### config.mk
export PLATFORM = sky130hd
export DESIGN_NAME = pte_access_check
export DESIGN_NICKNAME = d
export VERILOG_FILES = /design/src/rtl/pte_chk_pkg.sv /design/src/rtl/pte_perm_decode.sv /design/src/rtl/pte_ref_update.sv /design/src/rtl/pte_fault_regs.sv /design/src/rtl/pte_access_check.sv
export SDC_FILE = /design/constraint.sdc
export NUM_CORES = 1
export LEC_CHECK = 0
export BUFFER_PORTS_ARGS = -buffer_cell sky130_fd_sc_hd__buf_2
export CAP_MARGIN = 20
export CORE_AREA = 2 2 157 82
export CTS_CLUSTER_DIAMETER = 200
export DETAILED_ROUTE_END_ITERATION = 10
export DIE_AREA = 0 0 159 84
export MAX_ROUTING_LAYER = met4
export PLACE_DENSITY = 0.78
export SLEW_MARGIN = 20
export SYNTH_ARGS = -nofsm -noshare
export SYNTH_HDL_FRONTEND = slang
export SYNTH_SLANG_ARGS = --single-unit
### constraint.sdc
create_clock -name clk -period 1.85 [get_ports clk]
set_input_delay 0.37 -clock clk [delete_from_list [all_inputs] [get_ports clk]]
set_output_delay 0.37 -clock clk [all_outputs]
set_load 0.03 [all_outputs]
### src/rtl/pte_chk_pkg.sv
package pte_chk_pkg;

    typedef enum logic [1:0] {
        ACC_LOAD  = 2'd0,
        ACC_STORE = 2'd1,
        ACC_FETCH = 2'd2,
        ACC_RSVD  = 2'd3
    } acc_kind_e;

    typedef struct packed {
        logic r;
        logic w;
        logic x;
    } perm_t;

    // Entry field positions decoded by the walker and memory side
    localparam int FLD_LSB = 2;
    localparam int FLD_W   = 3;
    localparam int REF_BIT = 5;
    localparam int MOD_BIT = 6;

    // Fault codes
    localparam logic [3:0] FC_NONE = 4'd0;
    localparam logic [3:0] FC_PROT = 4'd8;
    localparam logic [3:0] FC_PRIV = 4'd12;

    // Fault status layout
    localparam int FS_IDX_SH = 5;
    localparam int FS_VALID  = 1;
    localparam int FS_OVW    = 0;

    localparam perm_t PERM_NONE = '{r: 1'b0, w: 1'b0, x: 1'b0};
    localparam perm_t PERM_ALL  = '{r: 1'b1, w: 1'b1, x: 1'b1};
    localparam perm_t PERM_RX   = '{r: 1'b1, w: 1'b0, x: 1'b1};

    function automatic logic [2:0] acc_index(input acc_kind_e k, input logic user);
        return {k == ACC_STORE, k == ACC_FETCH, ~user};
    endfunction

    function automatic perm_t base_perm(input logic [FLD_W-1:0] f);
        perm_t p;
        case (f)
            3'd0:    p = '{r: 1'b1, w: 1'b0, x: 1'b0};
            3'd1:    p = '{r: 1'b1, w: 1'b1, x: 1'b0};
            3'd2:    p = '{r: 1'b1, w: 1'b0, x: 1'b1};
            3'd3:    p = '{r: 1'b1, w: 1'b1, x: 1'b1};
            3'd4:    p = '{r: 1'b0, w: 1'b0, x: 1'b1};
            3'd5:    p = '{r: 1'b1, w: 1'b1, x: 1'b0};
            3'd6:    p = '{r: 1'b1, w: 1'b0, x: 1'b1};
            default: p = '{r: 1'b1, w: 1'b1, x: 1'b1};
        endcase
        return p;
    endfunction

endpackage

### src/rtl/pte_perm_decode.sv
module pte_perm_decode
    import pte_chk_pkg::*;
(
    input  logic [2:0]       idx,
    input  logic [FLD_W-1:0] field,
    output logic [3:0]       code,
    output perm_t            grant
);
    logic  user;
    logic  need_r, need_w, need_x;
    perm_t sup;

    assign user   = ~idx[0];
    assign need_w = idx[2];
    assign need_x = idx[1];
    assign need_r = ~idx[2] & ~idx[1];

    always_comb begin
        sup   = base_perm(field);
        grant = sup;
        if (user && field >= 3'd5) begin
            grant = (field == 3'd5) ? '{r: 1'b1, w: 1'b0, x: 1'b0} : PERM_NONE;
        end
    end

    always_comb begin
        if (user && field[2:1] == 2'b11) begin
            code = FC_PRIV;
        end else if ((need_r && !grant.r) || (need_w && !grant.w) || (need_x && !grant.x)) begin
            code = FC_PROT;
        end else begin
            code = FC_NONE;
        end
    end
endmodule

### src/rtl/pte_ref_update.sv
module pte_ref_update
    import pte_chk_pkg::*;
#(
    parameter int ENT_W = 32
) (
    input  logic [ENT_W-1:0] entry_in,
    input  logic             enable,
    input  logic             is_store,
    output logic [ENT_W-1:0] entry_out,
    output logic             changed
);
    always_comb begin
        entry_out = entry_in;
        if (enable) begin
            entry_out[REF_BIT] = 1'b1;
            if (is_store) begin
                entry_out[MOD_BIT] = 1'b1;
            end
        end
    end

    assign changed = (entry_out != entry_in);
endmodule

### src/rtl/pte_fault_regs.sv
module pte_fault_regs
    import pte_chk_pkg::*;
#(
    parameter int VA_W    = 32,
    parameter int FSR_W   = 32,
    parameter int PAGE_SH = 12
) (
    input  logic                    clk,
    input  logic                    rst,
    input  logic                    log_en,
    input  logic [2:0]              idx,
    input  logic [3:0]              code,
    input  logic [VA_W-PAGE_SH-1:0] va_page,
    input  logic                    rd_clr,
    output logic [FSR_W-1:0]        fsr,
    output logic [VA_W-1:0]         far
);
    logic [FSR_W-1:0] fsr_q, base, fsr_d;
    logic [VA_W-1:0]  far_q;

    always_comb begin
        base  = rd_clr ? '0 : fsr_q;
        fsr_d = base;
        if (log_en) begin
            fsr_d = (base != '0) ? FSR_W'(1) : '0;
            fsr_d = fsr_d | (FSR_W'(idx) << FS_IDX_SH) | FSR_W'(code) | (FSR_W'(1) << FS_VALID);
        end
    end

    always_ff @(posedge clk) begin
        if (rst) begin
            fsr_q <= '0;
            far_q <= '0;
        end else begin
            fsr_q <= fsr_d;
            if (log_en) begin
                far_q <= {va_page, {PAGE_SH{1'b0}}};
            end
        end
    end

    assign fsr = fsr_q;
    assign far = far_q;


    logged_valid_chk: assert property (@(posedge clk) disable iff (rst)
        log_en |=> fsr_q[FS_VALID]);


    overwrite_mark_chk: assert property (@(posedge clk) disable iff (rst)
        (log_en && !rd_clr && fsr_q != '0) |=> fsr_q[FS_OVW]);


    read_clears_chk: assert property (@(posedge clk) disable iff (rst)
        (rd_clr && !log_en) |=> fsr_q == '0);


    read_then_log_chk: assert property (@(posedge clk) disable iff (rst)
        (rd_clr && log_en) |=> !fsr_q[FS_OVW]);
endmodule

### src/rtl/pte_access_check.sv
module pte_access_check
    import pte_chk_pkg::*;
#(
    parameter int VA_W    = 32,
    parameter int PA_W    = 36,
    parameter int ENT_W   = 32,
    parameter int FSR_W   = 32,
    parameter int PAGE_SH = 12,
    parameter int PPN_LSB = 8,
    parameter int BOOT_W  = 19
) (
    input  logic             clk,
    input  logic             rst,
    input  logic             req_valid,
    input  logic [1:0]       req_kind,
    input  logic             req_user,
    input  logic [VA_W-1:0]  req_va,
    input  logic [ENT_W-1:0] req_entry,
    input  logic             xlate_en,
    input  logic             nofault_en,
    input  logic             boot_en,
    input  logic [PA_W-1:0]  prom_base,
    input  logic             fsr_rd,
    output logic             resp_valid,
    output logic [PA_W-1:0]  resp_pa,
    output logic             perm_r,
    output logic             perm_w,
    output logic             perm_x,
    output logic             wb_req,
    output logic [ENT_W-1:0] wb_entry,
    output logic             trap_inst,
    output logic             trap_data,
    output logic [FSR_W-1:0] fsr,
    output logic [VA_W-1:0]  far
);
    localparam int PPN_W = ENT_W - PPN_LSB;

    acc_kind_e        kind;
    logic [2:0]       idx;
    logic [3:0]       code;
    perm_t            grant, eff;
    logic             fault_hit, suppress, trap, proceed, is_fetch, boot_fetch;
    logic [ENT_W-1:0] upd_entry;
    logic             upd_changed;
    logic [PA_W-1:0]  pa;

    assign kind       = acc_kind_e'(req_kind);
    assign idx        = acc_index(kind, req_user);
    assign is_fetch   = (kind == ACC_FETCH);
    assign boot_fetch = boot_en && is_fetch;

    pte_perm_decode u_dec (
        .idx   (idx),
        .field (req_entry[FLD_LSB +: FLD_W]),
        .code  (code),
        .grant (grant)
    );

    assign fault_hit = xlate_en && (code != FC_NONE);
    assign suppress  = nofault_en && req_user;
    assign trap      = fault_hit && !suppress;
    assign proceed   = xlate_en && !trap;

    pte_ref_update #(.ENT_W(ENT_W)) u_upd (
        .entry_in  (req_entry),
        .enable    (proceed),
        .is_store  (kind == ACC_STORE),
        .entry_out (upd_entry),
        .changed   (upd_changed)
    );

    always_comb begin
        if (!xlate_en) begin
            eff = boot_fetch ? PERM_RX : PERM_ALL;
        end else if (trap) begin
            eff = PERM_NONE;
        end else if (fault_hit) begin
            eff = PERM_ALL;
        end else begin
            eff   = grant;
            eff.w = grant.w && upd_entry[MOD_BIT];
        end
    end

    always_comb begin
        if (!xlate_en) begin
            pa = boot_fetch ? (prom_base | PA_W'(req_va[BOOT_W-1:0])) : PA_W'(req_va);
        end else if (trap) begin
            pa = '0;
        end else begin
            pa = PA_W'(req_entry[ENT_W-1 -: PPN_W]) << PAGE_SH;
        end
    end

    pte_fault_regs #(.VA_W(VA_W), .FSR_W(FSR_W), .PAGE_SH(PAGE_SH)) u_fregs (
        .clk     (clk),
        .rst     (rst),
        .log_en  (req_valid && fault_hit),
        .idx     (idx),
        .code    (code),
        .va_page (req_va[VA_W-1:PAGE_SH]),
        .rd_clr  (fsr_rd),
        .fsr     (fsr),
        .far     (far)
    );

    logic normal_q;

    always_ff @(posedge clk) begin
        if (rst || !req_valid) begin
            resp_valid <= 1'b0;
            resp_pa    <= '0;
            perm_r     <= 1'b0;
            perm_w     <= 1'b0;
            perm_x     <= 1'b0;
            wb_req     <= 1'b0;
            wb_entry   <= '0;
            trap_inst  <= 1'b0;
            trap_data  <= 1'b0;
            normal_q   <= 1'b0;
        end else begin
            resp_valid <= 1'b1;
            resp_pa    <= pa;
            perm_r     <= eff.r;
            perm_w     <= eff.w;
            perm_x     <= eff.x;
            wb_req     <= upd_changed;
            wb_entry   <= upd_entry;
            trap_inst  <= trap && is_fetch;
            trap_data  <= trap && !is_fetch;
            normal_q   <= xlate_en && !fault_hit;
        end
    end


    trap_exclusive_chk: assert property (@(posedge clk) disable iff (rst)
        !(trap_inst && trap_data));


    trap_no_wb_chk: assert property (@(posedge clk) disable iff (rst)
        (trap_inst || trap_data) |-> (!wb_req && !perm_r && !perm_w && !perm_x));


    wb_has_ref_chk: assert property (@(posedge clk) disable iff (rst)
        wb_req |-> (resp_valid && wb_entry[REF_BIT]));


    write_needs_mod_chk: assert property (@(posedge clk) disable iff (rst)
        (normal_q && perm_w) |-> wb_entry[MOD_BIT]);


    idle_quiet_chk: assert property (@(posedge clk) disable iff (rst)
        !resp_valid |-> (!wb_req && !trap_inst && !trap_data));
endmodule

==> results of run 1 <==
-- synthesized netlist by cell type (all sizes together) --
| master | count |
|---|---|
| dfxtp | 127 |
| and2b | 1 |
| nand4bb | 1 |
| inv | 3 |
| a211oi | 2 |
| nand2b | 50 |
| and3 | 2 |
| conb | 1 |
| nand3 | 3 |
| and2 | 32 |
| clkbuf | 19 |
| o2bb2ai | 4 |
| or3b | 2 |
| nor4b | 1 |
| nor3 | 1 |
| o211ai | 3 |
| a2bb2oi | 1 |
| mux2 | 2 |
| mux2i | 35 |
| a221oi | 1 |
| nand4 | 2 |
| o2111ai | 1 |
| a21oi | 22 |
| or2 | 1 |
| buf | 26 |
| nor2b | 1 |
| a31oi | 2 |
| o22a | 1 |
| o21ba | 1 |
| nor2 | 16 |
| o21ai | 4 |
| nor3b | 27 |
| o22ai | 21 |
| nand2 | 32 |
| ha | 2 |
| o21bai | 1 |
| nor4 | 8 |
| a311oi | 1 |
-- cell type report --
class,count,area [um2],area share [%]
repair buffers,260,1399,20.76
clock buffers,19,442.9,6.574
multi-input cells,296,1964,29.16
well taps,170,212.7,3.157
diodes,1,2.502,0.03714
flip-flops and latches,127,2542,37.73
clock inverters,13,162.7,2.414
inverters,3,11.26,0.1671
-- stage by stage --
step	utilization (%)	setup slack, ns
4_1_cts	55.24	0.3429
5_1_grt	55.26	0.1826
3_3_place_gp	50.28	-0.03128
6_report	55.26	0.3252
3_5_place_dp	50.28	-0.06960
2_1_floorplan	-	0.01825
-- final timing paths --
path / end / slack, ns / cells past startpoint
setup / recovery: u_fregs.far[27]$_SDFFE_PP0P_ / 0.33 / 8
hold / removal: resp_pa[32]$_SDFF_PN0_ / 0.18 / 2
setup reg to reg: u_fregs.fsr[0]$_SDFF_PP0_ / 0.41 / 4
hold reg to reg: u_fregs.far[14]$_SDFFE_PP0P_ / 0.47 / 2
-- power groups by stage --
stage	sequential [mW]	combinational (mW)	clock, mW
floorplan	3.09	0.336	0
CTS	2.85	0.823	3.45
detailed placement	2.91	0.822	0
global placement	2.91	0.814	0
finish	2.85	0.822	3.38
global route	2.86	0.882	3.59
-- layer usage --
layer | share of wire (%) | vias up
met5 | 0 | -
met4 | 1.2 | 0
met3 | 7.8 | 15
met2 | 43 | 181
met1 | 48 | 1875
li1 | - | 2040
-- registers in the layout, summed over array words and instances (netlist names) --
signal	cells
trap_data	1
perm_w	1
wb_entry	32
resp_pa	36
u_fregs.fsr	32
perm_r	1
perm_x	1
trap_inst	1
wb_req	1
resp_valid	1
u_fregs.far	20
-- logic make-up (layout without fill, tap and decap cells) --
kind of cell / after synthesis / in the layout / share of synthesized area [%]
muxes: 37 / 37 / 8.028
DFF: 127 / 127 / 53.66
other: 1 / 13 / 0.07914
buffers and inverters: 48 / 295 / 5.756
adders and majority gates: 2 / 2 / 0.5280
AOI/OAI and AO/OA: 65 / 65 / 9.559
and+or+nand+nor: 180 / 180 / 22.39
==> reports/metrics.yaml, run 1 <==
die:
  rows: 29
  initial_utilization_pct: 38.86
  dieArea_um2: 13360
  core_um2: 12190
  ioPinCount: 249
  die_x_um: 159
  die_y_um: 84
synth:
  synth_area_leaders: "dfxtp_1 54%, mux2i_1 7.4%, nand2b_1 6.6%, nor3b_1 4.3%, and2_1 4.2%"
  yosys_register_bits: 127
  postSynthAreaPerCell_um2: 10.30
  synth.largest_area_cell: "dfxtp_1"
  seq_area_frac_synth_pct: 53.66
  netlist_instances: 460
  syn_area_um2: 4738
  synth_top_area_share_pct: 53.66
  synth_warnings: 0
  synth.distinct_cells: 45
clocking:
  clk_pin_slew_ns: 0.06
  cts_tree: "yes"
  cts_hold_buf: 0
  cts_buffer_depth: 2
  htreeDepth: 4
  root_buffer: "clkbuf_16"
  cts.sinks: 127
  cts-buffers-inserted: 17
  cts.repair.resized: 0
  postCtsSetupBuffers: 0
  insertion_delay_ns: 0.40
global_route:
  first_global_vias: 3996
  grt_usage_pct: 20.36
  grt-ovfl-total: 0
  met1_usage_pct: 28.30
  grtUsageMet2_pct: 29.01
  busiest_layer: "met2"
  grt.met3_usage_pct: 5.862
  grt_pass1_wl_mm: 20.80
  grt_max_degree: 37
  antenna_found_initial: 1
placement:
  gp_congestion: 0.8445
  hpwl_mm: 9.965
  placed_area_um2: 6130
  port_buffers: 236
  post-place-cells: 856
timing:
  fin_crit_sh_pct: 82.42
  holdWs_ns: 0.1760
  max_freq_mhz: 655.8
  slew_viol_final: 0
  rsz0062_at_grt: "false"
  clock_skew_ns: 0.007648
  fin_crit_ns: 1.525
  finalSetupViolCount: 0
  final.setup.tns_ns: 0
  hold_violations: 0
pwr:
  power_mw: 7.054
  power.switching_mw: 1.761
  p_int_mw: 5.293
  power_leakage_nw: 3.175
  switching_share_pct: 24.96
  power.density_nw_per_um2: 1047
  power_frac_clock_pct: 47.9
  seqPwrFrac_pct: 40.4
  pwr-share-comb_pct: 11.6
  ir_worst_vdd_mv: 0.5849
routing:
  dr.pass1.iters: 4
  routed_wl_mm: 13.23
  via_per_inst: 4.624
  first_iter_violations: 198
  num_vias: 4111
  wire_per_inst_um: 14.88
  ant_nets: 0
  drc_errors: 0
finish:
  fin_nets: 817
  stdcell_area_um2: 6738
  final_cell_mix: "236 x buf_2, 127 x dfxtp_1, 50 x nand2b_1"
  stdcell_count: 889
  area_growth_pct: 42.20
  layout_commonest_cell: "buf_2"
  drive_gt1_share_pct: 41.92
  fill_cells: 1123
min_path:
  hold_start: "prom_base[32]"
  worstHoldPathType: "in2reg"
run:
  cap_violations: 0
critical_path:
  cp.required_ns: 2.18
  arrival_ns: 1.85
  cp_top_family: "buffers and inverters"
  endpoint_kind: "register"
  critPathLaunch: "req_kind[0]"
  critPathMaxFanout: 29
  path_buf_inv: 3
  reg2reg_from: "u_fregs.fsr[24]$_SDFF_PP0_"
  worstPathCellList: "buf_2, inv_1, ha_1, nand4bb_1, nand3_4, o21ba_2, buf_12, mux2i_1"
  start_kind: "input pin"
  cp_slowest_stage_delay_ns: 0.29
  critical_path_class: "in2reg"
  cpMaxStageDelayCell: "o21ba_2"
run_status:
  run_status: "completed"
No activity file was read; power rests on OpenSTA's default activity.
==> run 2, diff against run 1 <==
==> constraint.sdc (replaced) <==
create_clock -name clk -period 1.35 [get_ports clk]
set_input_delay 0.27 -clock clk [delete_from_list [all_inputs] [get_ports clk]]
set_output_delay 0.27 -clock clk [all_outputs]
set_load 0.03 [all_outputs]
==> reports/metrics.yaml, run 2 (synthesized netlist as in run 1, its figures left out) <==
finish:
  largest_reg_flops: 36  # unchanged
  final-seq-area_um2: 2542  # unchanged
  drive_gt1_share_pct: 46.50  # was 41.92%
  final_cell_mix: "234 x buf_2, 127 x dfxtp_1, 49 x nand2b_1"  # was 236 x buf_2, 127 x dfxtp_1, 50 x nand2b_1
  n_antenna_cell: 0  # was 1
  fin_nets: 841  # was 817
  utilization_pct: 59.04  # was 55.26%
  stdcell_area_um2: 7198  # was 6738 um2
  layout_commonest_cell: "buf_2"  # unchanged
  area_growth_pct: 51.91  # was 42.20%
  largest-register: "resp_pa"  # unchanged
  multiInputGateArea_um2: 2097  # was 1964 um2
  fill_cells: 1052  # was 1,123
timing:
  fin_ws_ns: 0.05499  # was 0.3252 ns
  clock_skew_ns: 0.008758  # was 0.007648 ns
  slew_headroom_pct: 59.30
  holdWs_ns: 0.07176  # was 0.1760 ns
  fin_crit_sh_pct: 95.93
  fin_crit_ns: 1.295
  finalSetupViolCount: 0  # unchanged
  max_freq_mhz: 772.2
  slew_viol_final: 0  # unchanged
  tightest_slew_ns: 0.6104
  hold_violations: 0  # unchanged
critical_path:
  cp_slowest_stage_delay_ns: 0.29  # about the same
  arrival_ns: 1.62  # was 1.85 ns
  critical_path_class: "in2reg"  # unchanged
  start_kind: "input pin"  # unchanged
  cpMaxStageDelayCell: "o21ba_4"  # was o21ba_2
  worstPathCellList: "buf_6, inv_12, ha_4, nand4bb_4, nand3_4, o21ba_4, clkbuf_16, mux2i_1"  # was buf_2, inv_1, ha_1, nand4bb_1, nand3_4, o21ba_2, buf_12, mux2i_1
  endpoint_kind: "register"  # unchanged
  cp.required_ns: 1.67  # was 2.18 ns
  critPathMaxFanout: 9  # was 29
die:
  core_um2: 12190  # unchanged
  die_x_um: 159  # unchanged
  ioPinCount: 249  # unchanged
  die_y_um: 84  # unchanged
  initial_utilization_pct: 38.86  # unchanged
  dieArea_um2: 13360  # unchanged
  rows: 29  # unchanged
placement:
  place_ws_ns: -0.4757  # was -0.06960 ns
  placed_area_um2: 6405  # was 6130 um2
  hpwl_mm: 11.24  # was 9.965 mm
  gp_congestion: 0.8974  # was 0.8445
  port_buffers: 236  # unchanged
clocking:
  cts_hold_buf: 0  # unchanged
  htreeDepth: 4  # unchanged
  clk_pin_slew_ns: 0.06  # about the same
  insertion_delay_ns: 0.40  # about the same
  cts.sinks: 127  # unchanged
  root_buffer: "clkbuf_16"  # unchanged
  cts_buffer_depth: 2  # unchanged
  cts_tree: "yes"  # unchanged
  cts-buffers-inserted: 17  # unchanged
routing:
  routed_wl_mm: 14.59  # was 13.23 mm
  ant_nets: 0  # unchanged
  drc_errors: 0  # unchanged
  via_per_inst: 4.742  # was 4.624
  first_iter_violations: 276  # was 198
  wire_per_inst_um: 16.00  # was 14.88 um
  num_vias: 4325  # was 4,111
  dr.pass1.iters: 5  # was 4
global_route:
  grt_usage_pct: 22.35  # was 20.36%
  antenna_found_initial: 0  # was 1
  grt_max_degree: 33  # was 37
  grt-ovfl-total: 0  # unchanged
  first_global_vias: 4291  # was 3,996
  grt_pass1_wl_mm: 22.65  # was 20.80 mm
pwr:
  power_leakage_nw: 3.392  # was 3.175 nW
  ir_worst_vdd_mv: 0.9282  # was 0.5849 mV
  power.density_nw_per_um2: 1418  # was 1047 nW/um2
run_status:
  run_status: "completed"  # unchanged
run:
  cap_violations: 0  # unchanged
min_path:
  worstHoldPathType: "in2reg"  # unchanged
==> run 2: metal layers <==
metal	routed length, um	vias up	track usage, %
met4	131	0	5.950
met1	6580	2032	28.16
met5	0	-	-
li1	-	2095	-
met3	1027	14	6.061
met2	6852	184	35.73
==> run 2: cell type report <==
type	count	area share [%]
multi-input combinational	296	29.13
timing repair buffer	284	22.94
clock buffer	17	5.910
inverter	3	0.5041
tap	170	2.955
sequential	127	35.32
clock inverter	15	3.233
==> run 2: power by group <==
part	internal (mW)	switching [mW]
logic	0.497	0.745
registers	3.87	0.0426
clock network	3.31	1.75
==> run 2: critical path: cells and delay by family <==
kind                     cells  cell delay, ns
multiplexers                 1            0.18
AND/OR/NAND/NOR              2            0.24
adder cells (fa/ha/maj)      1            0.26
buffers and inverters        3            0.37
AO/OA/AOI/OAI                1            0.29
==> run 2: through the flow <==
stage / total power, mW / setup TNS (ns) / cells
5_1_grt: 10.59 / -0.01430 / 912
4_1_cts: 10.28 / 0 / 909
3_3_place_gp: 5.176 / -27.95 / 877
2_1_floorplan: 4.731 / -8.292 / 471
3_5_place_dp: 5.206 / -32.50 / 877
6_report: 10.21 / 0 / 912
==> run 2: worst paths after layout <==
check | slack, ns | start | cells past startpoint | endpoint
setup / recovery | 0.05 | req_kind[0] | 8 | u_fregs.far[31]$_SDFFE_PP0P_
hold / removal | 0.07 | prom_base[33] | 2 | resp_pa[33]$_SDFF_PN0_
setup reg to reg | 0.07 | u_fregs.fsr[16]$_SDFF_PP0_ | 4 | u_fregs.fsr[0]$_SDFF_PP0_
hold reg to reg | 0.47 | u_fregs.far[31]$_SDFFE_PP0P_ | 2 | u_fregs.far[31]$_SDFFE_PP0P_
==> run 2: repair_timing <==
| item | 4_1_cts | 5_1_grt |
|---|---|---|
| gates resized for setup | 4 | 12 |
| pin swaps | 0 | 2 |
| setup buffers | 0 | 1 |
| cloned | 0 | 2 |
| endpoints found under the setup margin | 29 | 30 |
==> run 3, diff against run 2 <==
--- a/config.mk
+++ b/config.mk
@@ -7,12 +7,12 @@
 export LEC_CHECK = 0
 export BUFFER_PORTS_ARGS = -buffer_cell sky130_fd_sc_hd__buf_2
 export CAP_MARGIN = 20
-export CORE_AREA = 2 2 157 82
+export CORE_AREA = 2 2 144 76
 export CTS_CLUSTER_DIAMETER = 200
 export DETAILED_ROUTE_END_ITERATION = 10
-export DIE_AREA = 0 0 159 84
+export DIE_AREA = 0 0 146 78
 export MAX_ROUTING_LAYER = met4
-export PLACE_DENSITY = 0.78
+export PLACE_DENSITY = 0.86
 export SLEW_MARGIN = 20
 export SYNTH_ARGS = -nofsm -noshare
 export SYNTH_HDL_FRONTEND = slang
==> constraint.sdc (replaced) <==
create_clock -name clk -period 1.6 [get_ports clk]
set_input_delay 0 -clock clk [delete_from_list [all_inputs] [get_ports clk]]
set_output_delay 0 -clock clk [all_outputs]
set_load 0.03 [all_outputs]
==> reports/metrics.yaml, run 3 (synthesized netlist as in run 1, its figures left out) <==
placement:
  post-place-cells: 816  # was 877
  place_ws_ns: 0.01349  # was -0.4757 ns
  hpwl_mm: 9.684  # was 11.24 mm
  gp_congestion: 0.9403  # was 0.8974
  port_buffers: 236  # unchanged
clocking:
  cts-buffers-inserted: 17  # unchanged
  clk_pin_slew_ns: 0.06  # about the same
  cts_buffer_depth: 2  # unchanged
  htreeDepth: 4  # unchanged
  cts.sinks: 127  # unchanged
  root_buffer: "clkbuf_16"  # unchanged
  insertion_delay_ns: 0.40  # about the same
  cts_tree: "yes"  # unchanged
finish:
  layout_commonest_cell: "buf_2"  # unchanged
  utilization_pct: 79.15  # was 59.04%
  fin_nets: 927  # was 841
  area_growth_pct: 67.36  # was 51.91%
  final_cell_mix: "234 x buf_2, 127 x dfxtp_1, 112 x dlygate4sd3_1"  # was 234 x buf_2, 127 x dfxtp_1, 49 x nand2b_1
  stdcell_count: 970  # was 912
  largest-register: "resp_pa"  # unchanged
  drive_gt1_share_pct: 36.35  # was 46.50%
  largest_reg_flops: 36  # unchanged
timing:
  fin_crit_ns: 1.625
  fin_crit_sh_pct: 101.6
  fin_ws_ns: -0.02542  # was 0.05499 ns
  slew_viol_final: 0  # unchanged
  clock_skew_ns: 0.006853  # was 0.008758 ns
  finalSetupViolCount: 4  # was 0
  max_freq_mhz: 615.2
  hold_violations: 0  # unchanged
die:
  dieArea_um2: 11390  # was 13,360 um2
  ioPinCount: 249  # unchanged
  die_x_um: 146  # was 159 um
  die_y_um: 78  # was 84 um
  initial_utilization_pct: 47.29  # was 38.86%
  core_um2: 10020  # was 12,190 um2
  rows: 26  # was 29
critical_path:
  critPathMaxFanout: 7  # was 9
  critical_path_class: "in2reg"  # unchanged
  cp.required_ns: 1.86  # was 1.67 ns
  start_kind: "input pin"  # unchanged
  endpoint_kind: "register"  # unchanged
  arrival_ns: 1.88  # was 1.62 ns
run_status:
  run_status: "complete, but fails checks"  # was completed
  violations: "setup timing"
routing:
  ant_nets: 0  # unchanged
  num_vias: 5114  # was 4,325
  dr.pass1.iters: 5  # unchanged
  via_per_inst: 5.272  # was 4.742
  first_iter_violations: 408  # was 276
  wire_per_inst_um: 18.73  # was 16.00 um
  drc_errors: 0  # unchanged
  routed_wl_mm: 18.17  # was 14.59 mm
pwr:
  power_leakage_nw: 3.678  # was 3.392 nW
  ir_worst_vdd_mv: 0.9274  # was 0.9282 mV
  power.density_nw_per_um2: 1087  # was 1418 nW/um2
min_path:
  worstHoldPathType: "in2reg"  # unchanged
global_route:
  first_global_vias: 5054  # was 4,291
  antenna_found_initial: 2  # was 0
  grt_pass1_wl_mm: 26.55  # was 22.65 mm
  grt_max_degree: 41  # was 33
  grt-ovfl-total: 0  # unchanged
  grt_usage_pct: 30.86  # was 22.35%
run:
  cap_violations: 0  # unchanged
[run 3: critical path, stage by stage]
cell           delay [ns]
dlygate4sd3_1        0.54
clkbuf_4             0.19
and2b_2              0.24
o22ai_4              0.21
buf_6                0.14
a2bb2oi_4            0.15
buf_12               0.15
buf_12               0.13
o22ai_1              0.12
[run 3: area by class of cell]
class / instances / area [um2]
clock buffers: 19 / 432.9
diodes: 2 / 5.005
fillers: 595 / 2090
multi-input cells: 296 / 2002
clock inverters: 13 / 187.7
flip-flops and latches: 127 / 2542
repair buffers: 370 / 2574
well taps: 140 / 175.2
inverters: 3 / 11.26
[run 3: per-layer routing]
metal,share of wire [%],GRT usage [%]
met1,37,32.98
met2,51,53.82
met3,6.5,6.471
met4,5.3,18.25
met5,0,-
[run 3: final timing paths]
kind                                 from                      endpoint  slack [ns]  depth (start not counted)
max reg2reg    u_fregs.fsr[16]$_SDFF_PP0_     u_fregs.fsr[0]$_SDFF_PP0_        0.32                          4
max                          req_entry[4]        resp_pa[20]$_SDFF_PN0_       -0.03                          9
min                          req_entry[2]        wb_entry[2]$_SDFF_PN0_        0.11                          2
min reg2reg  u_fregs.far[14]$_SDFFE_PP0P_  u_fregs.far[14]$_SDFFE_PP0P_        0.47                          2
[run 3: where the power goes]
group	internal, mW	switching (mW)
logic	0.582	0.707
registers	3.27	0.0382
clock network	2.61	1.41
[run 3: through the flow]
| step | TNS [ns] | total power [mW] | hold slack [ns] | instance area [um2] |
|---|---|---|---|---|
| floorplan | 0 | 3.961 | 0.09455 | 4780 |
| global placement | 0 | 4.269 | 0.1957 | 6018 |
| detailed placement | 0 | 4.287 | 0.2031 | 6018 |
| CTS | 0 | 8.497 | 0.06497 | 7770 |
| global route | -0.4836 | 8.885 | 0.1374 | 7930 |
| finish | -0.05215 | 8.620 | 0.1140 | 7930 |
[run 3: timing repair]
action                     CTS  global route
hold buffers               113             0
buffers inserted             0             5
hold endpoints to repair    98             0
setup endpoints to repair    0            64
resized for setup            0             9
